File: config.mk
export PLATFORM = sky130hd
export DESIGN_NAME = rx_err_stats
export DESIGN_NICKNAME = d
export VERILOG_FILES = /design/src/rtl/rx_err_stats_pkg.sv /design/src/rtl/rx_fc_tracker.sv /design/src/rtl/rx_undersize_qual.sv /design/src/rtl/sat_counter.sv /design/src/rtl/rx_err_stats.sv
export SDC_FILE = /design/constraint.sdc
export NUM_CORES = 1
export LEC_CHECK = 0
export ABC_AREA = 1
export BUFFER_PORTS_ARGS = -buffer_cell sky130_fd_sc_hd__buf_2
export CORE_MARGIN = 5
export CORE_UTILIZATION = 52
export CTS_CLUSTER_SIZE = 12
export DETAILED_ROUTE_END_ITERATION = 12
export GPL_TIMING_DRIVEN = 1
export PLACE_DENSITY = 0.82
export SETUP_SLACK_MARGIN = 0.02
export SKIP_LAST_GASP = 1
export SLEW_MARGIN = 10
export SYNTH_ARGS = -nofsm -noshare
export SYNTH_HDL_FRONTEND = slang
export SYNTH_SLANG_ARGS = --single-unit
File: constraint.sdc
create_clock -name clk -period 1.7 [get_ports clk]
set_input_delay 0.17 -clock clk [delete_from_list [all_inputs] [get_ports clk]]
set_output_delay 0.17 -clock clk [all_outputs]
set_load 0.05 [all_outputs]
File: src/rtl/rx_err_stats_pkg.sv
package rx_err_stats_pkg;
  localparam logic [3:0] FALSE_CARRIER_CODE = 4'hE;
  localparam int NUM_COUNTERS = 2;
  typedef enum logic {
    SEL_FALSE_CARRIER = 1'b0,
    SEL_UNDERSIZE     = 1'b1
  } stat_sel_e;
endpackage

File: src/rtl/rx_fc_tracker.sv
module rx_fc_tracker
  import rx_err_stats_pkg::*;
(
  input  logic       clk,
  input  logic       rst_n,
  input  logic       rx_dv,
  input  logic       rx_er,
  input  logic [3:0] rxd,
  input  logic       commit,
  output logic       fc_inc
);
  logic pending_q, gap_lock_q;
  logic hit, capture;

  assign hit     = rx_er && !rx_dv && (rxd == FALSE_CARRIER_CODE);
  assign capture = hit && !gap_lock_q;
  assign fc_inc  = commit && pending_q;

  always_ff @(posedge clk or negedge rst_n) begin
    if (!rst_n) begin
      pending_q  <= 1'b0;
      gap_lock_q <= 1'b0;
    end else begin
      if (rx_dv)        gap_lock_q <= 1'b0;
      else if (capture) gap_lock_q <= 1'b1;
      if (capture)      pending_q  <= 1'b1;
      else if (commit)  pending_q  <= 1'b0;
    end
  end
endmodule

File: src/rtl/rx_undersize_qual.sv
module rx_undersize_qual #(
  parameter int LEN_W   = 16,
  parameter int MIN_LEN = 64
) (
  input  logic             st_valid,
  input  logic [LEN_W-1:0] st_len,
  input  logic             st_fcs_ok,
  input  logic             st_well_formed,
  input  logic             st_len_err,
  output logic             und_inc
);
  localparam logic [LEN_W-1:0] MinLenV = LEN_W'(MIN_LEN);
  assign und_inc = st_valid && (st_len < MinLenV) && st_fcs_ok
                   && st_well_formed && !st_len_err;
endmodule

File: src/rtl/sat_counter.sv
module sat_counter #(
  parameter int W = 16
) (
  input  logic         clk,
  input  logic         rst_n,
  input  logic         load,
  input  logic [W-1:0] load_val,
  input  logic         inc,
  output logic [W-1:0] count
);
  localparam logic [W-1:0] Full = '1;
  always_ff @(posedge clk or negedge rst_n) begin
    if (!rst_n)                   count <= '0;
    else if (load)                count <= load_val;
    else if (inc && count != Full) count <= count + 1'b1;
  end
endmodule

File: src/rtl/rx_err_stats.sv
module rx_err_stats
  import rx_err_stats_pkg::*;
#(
  parameter int CNT_W   = 16,
  parameter int REG_W   = 32,
  parameter int LEN_W   = 16,
  parameter int MIN_LEN = 64
) (
  input  logic             clk,
  input  logic             rst_n,
  input  logic             rx_dv,
  input  logic             rx_er,
  input  logic [3:0]       rxd,
  input  logic             st_valid,
  input  logic [LEN_W-1:0] st_len,
  input  logic             st_fcs_ok,
  input  logic             st_well_formed,
  input  logic             st_len_err,
  input  logic             reg_sel,
  input  logic             reg_wr,
  input  logic [REG_W-1:0] reg_wdata,
  output logic [REG_W-1:0] reg_rdata
);
  logic [NUM_COUNTERS-1:0] inc_vec, load_vec;
  logic [CNT_W-1:0]        cnt [NUM_COUNTERS];
  logic                    fc_inc, und_inc;

  rx_fc_tracker u_fc (
    .clk(clk), .rst_n(rst_n), .rx_dv(rx_dv), .rx_er(rx_er), .rxd(rxd),
    .commit(st_valid), .fc_inc(fc_inc)
  );

  rx_undersize_qual #(.LEN_W(LEN_W), .MIN_LEN(MIN_LEN)) u_und (
    .st_valid(st_valid), .st_len(st_len), .st_fcs_ok(st_fcs_ok),
    .st_well_formed(st_well_formed), .st_len_err(st_len_err), .und_inc(und_inc)
  );

  always_comb begin
    inc_vec = '0;
    inc_vec[SEL_FALSE_CARRIER] = fc_inc;
    inc_vec[SEL_UNDERSIZE]     = und_inc;
    load_vec = '0;
    load_vec[reg_sel] = reg_wr;
  end

  for (genvar g = 0; g < NUM_COUNTERS; g++) begin : g_cnt
    sat_counter #(.W(CNT_W)) u_cnt (
      .clk(clk), .rst_n(rst_n), .load(load_vec[g]),
      .load_val(reg_wdata[CNT_W-1:0]), .inc(inc_vec[g]), .count(cnt[g])
    );
  end

  assign reg_rdata = REG_W'(cnt[reg_sel]);
endmodule

==> impl_metrics.ini <==
[layout]
fill_cells = 531
antennaDiodeCount = 0
stdcell_count = 605
nets = 596
area_growth_pct = 17.6
drive_gt1_share_pct = 18.4

[logic_synthesis]
synth_top_area_share_pct = 29.9
ys_warn_count = 0
synth-edff-count = 0
synth_most_common_cell = nand2_1
synthTopCellsByCount = nand2_1 (156), nand3_1 (71), inv_1 (54)
syn_inst = 468
synth-main-ff-cell = dfrtp_1
synth.avg_cell_area_um2 = 6.08
synthTopCellsByArea = dfrtp_1 (30%), nand2_1 (21%), nand3_1 (12%)
yosys_register_bits = 34
yosysTopAreaCell = dfrtp_1
syn-cell-area_um2 = 2850
synth.distinct_cells = 31
async_flop_share_pct = 100
yosysSeqAreaShare_pct = 29.9

[global_routing]
groute.usage.overall_pct = 22.2
grt_pass1_wl_mm = 12.9
grt_max_degree = 41
antenna_found_initial = 0
grt_pass1_vias = 2874
grt_overflow = 0

[pwr]
ir_drop_v = 0.000497
finalPower_mw = 3.05
p_per_area_nw_per_um2 = 910
power.leakage_nw = 1.79

[placed_design]
dp_hpwl_mm = 5.93
gp_congestion = 0.875
port-buffer-count = 55
dpl.cell_count = 591

[floorplan]
io_pins = 94
die_w_um = 84
die-area_um2 = 7060
initial_core_util_pct = 52.7
rows = 27
coreArea_um2 = 5410
die_h_um = 84

[clocking]
clockBufferDepth = 2
clk_pin_slew_worst_paths_ps = 70
cts.sinks = 34
clkLatencyLatePin_ps = 290
clockRootBuffer = clkbuf_8
cts_made_buffers = 5
cts_tree = done
ctsHtreeMaxLevel = 2

[worst_setup_path]
crit_type = reg -> reg
cp_max_fo = 18
reg2reg_setup_slack_ps = 140
r2r_start = g_cnt[1].u_cnt.count[1]$_DFFE_PN0P_
arrival_ps = 1730
crit_path_end_kind = flop
timing.rr.end = g_cnt[1].u_cnt.count[5]$_DFFE_PN0P_
required_ps = 1870
worstSetupStartpointType = flop
reg2reg_depth = 8

[timing]
hold_viol_final = 0
finalCriticalPeriod_ps = 1560
fmax_ghz = 0.643
finalSetupViolCount = 0
finalCritPeriodShare_pct = 91.5
fin_tns_setup_ps = 0
worst_clock_skew_ps = 5.77
rsz0062_at_grt = true
maxSlewViolCount = 0

[route]
vias = 3193
ant_nets = 0
dr.first_iter.drc_count = 324
finalWirelength_mm = 7.86
dr.pass1.iters = 5
wl_per_cell_um = 13.0
drc = 0
routed_via_density = 5.28

[worst_hold_path]
min_to = u_fc.gap_lock_q$_DFFE_PN0P_
worst_hold_startpoint = rx_dv
hp-class = in -> reg
hold_depth = 2

[outcome]
outcome = finished, final reports clean

[flow_run]
drv_cap = 0
[critical path, cell delays in order, from the launching register on]
cell     delay (ps)
dfrtp_1         410
ha_1            210
nand2_2         100
nor2_4          140
nand4_2         130
nand2_4         140
nand2_8         110
o21ai_1         120
nand2_1          80
[per-stage QoR]
step / setup WS [ps] / hold slack [ps] / utilization, % / instance area (um^2)
final: 145 / 90.4 / 61.9 / 3350
after global routing: 14.2 / 94.6 / 61.9 / 3350
after global placement: 122 / 234 / 58.8 / 3180
after floorplan: -68.1 / -126 / - / 2900
after CTS: 35.5 / 91.3 / 60.6 / 3280
after detailed placement: 77.3 / 234 / 58.8 / 3180
[how the worst max path moves through the flow]
stage / from / to / slack (ps) / depth (start not counted)
after floorplan: reg_sel / reg_rdata[10] / -70 / 3
after global placement: g_cnt[1].u_cnt.count[1]$_DFFE_PN0P_ / g_cnt[1].u_cnt.count[5]$_DFFE_PN0P_ / 120 / 8
after detailed placement: g_cnt[0].u_cnt.count[1]$_DFFE_PN0P_ / g_cnt[0].u_cnt.count[7]$_DFFE_PN0P_ / 80 / 9
after CTS: g_cnt[1].u_cnt.count[1]$_DFFE_PN0P_ / g_cnt[1].u_cnt.count[5]$_DFFE_PN0P_ / 40 / 8
after global routing: g_cnt[0].u_cnt.count[1]$_DFFE_PN0P_ / g_cnt[0].u_cnt.count[11]$_DFFE_PN0P_ / 10 / 9
final: g_cnt[1].u_cnt.count[1]$_DFFE_PN0P_ / g_cnt[1].u_cnt.count[5]$_DFFE_PN0P_ / 140 / 8
[where the power goes]
part / switching, mW / internal (mW) / leakage [nW]
Clock: 0.294 / 0.327 / 0.0482
Sequential: 0.224 / 0.965 / 0.431
Combinational: 0.850 / 0.386 / 1.31
Total: 1.37 / 1.68 / 1.79
[cell usage in the layout, fill, tap and decap left out]
master,instances
a21oi_1,1
a31oi_1,2
buf_12,1
buf_2,55
buf_4,17
clkbuf_1,1
clkbuf_8,6
clkinv_1,1
clkinv_2,1
conb_1,16
dfrtp_1,33
dfrtp_2,1
dlygate4sd3_1,1
ha_1,1
ha_2,1
inv_1,54
inv_2,2
nand2_1,155
nand2_2,2
nand2_4,1
nand2_8,1
nand3_1,71
nand3_2,1
nand3b_1,1
nand4_1,9
nand4_2,1
nor2_1,38
nor2_2,2
nor2_4,3
nor3b_1,1
o21ai_0,27
o21ai_1,13
o21ai_2,1
o22ai_1,3
or2_1,1
or2_2,2
xor2_1,6
[area by class of cell]
type	instances	area [um^2]	area share [%]
inverters	57	214	6.39
repair buffers	74	433	12.9
clock inverters	1	5.00	0.149
clock buffers	7	86.3	2.58
flip-flops and latches	34	852	25.4
well taps	72	90.1	2.69
multi-input cells	360	1670	49.8
[logic make-up after synthesis]
| family | after synthesis | synth area share, % |
|---|---|---|
| flops | 34 | 29.9 |
| other cells | 1 | 0.132 |
| xor+xnor | 6 | 1.85 |
| fa+ha+maj | 2 | 0.879 |
| simple gates | 289 | 44.1 |
| compound gates | 47 | 8.48 |
| buf+inv | 89 | 14.7 |
[sequential cells by signal (all words and copies together) (netlist names)]
register           count
u_fc.gap_lock_q        1
g_cnt.u_cnt.count     32
u_fc.pending_q         1
[what timing repair did]
action                                 4_1_cts  5_1_grt
gates resized for setup                      0        9
hold buffers                                 1        0
setup endpoints to repair                    0       30
endpoints found under the hold margin       34        0
setup buffers                                0        5
[per-layer routing]
| metal | wire, um | up-vias | share of wire [%] | track usage, % |
|---|---|---|---|---|
| li1 | - | 1581 | - | - |
| met3 | 476 | 13 | 6.1 | 3.55 |
| met4 | 116 | 0 | 1.5 | 6.87 |
| met5 | 0 | - | 0 | 0 |
| met1 | 3260 | 1488 | 42 | 27.2 |
| met2 | 4000 | 111 | 51 | 39.5 |
Power figures use the tool's default switching activity.
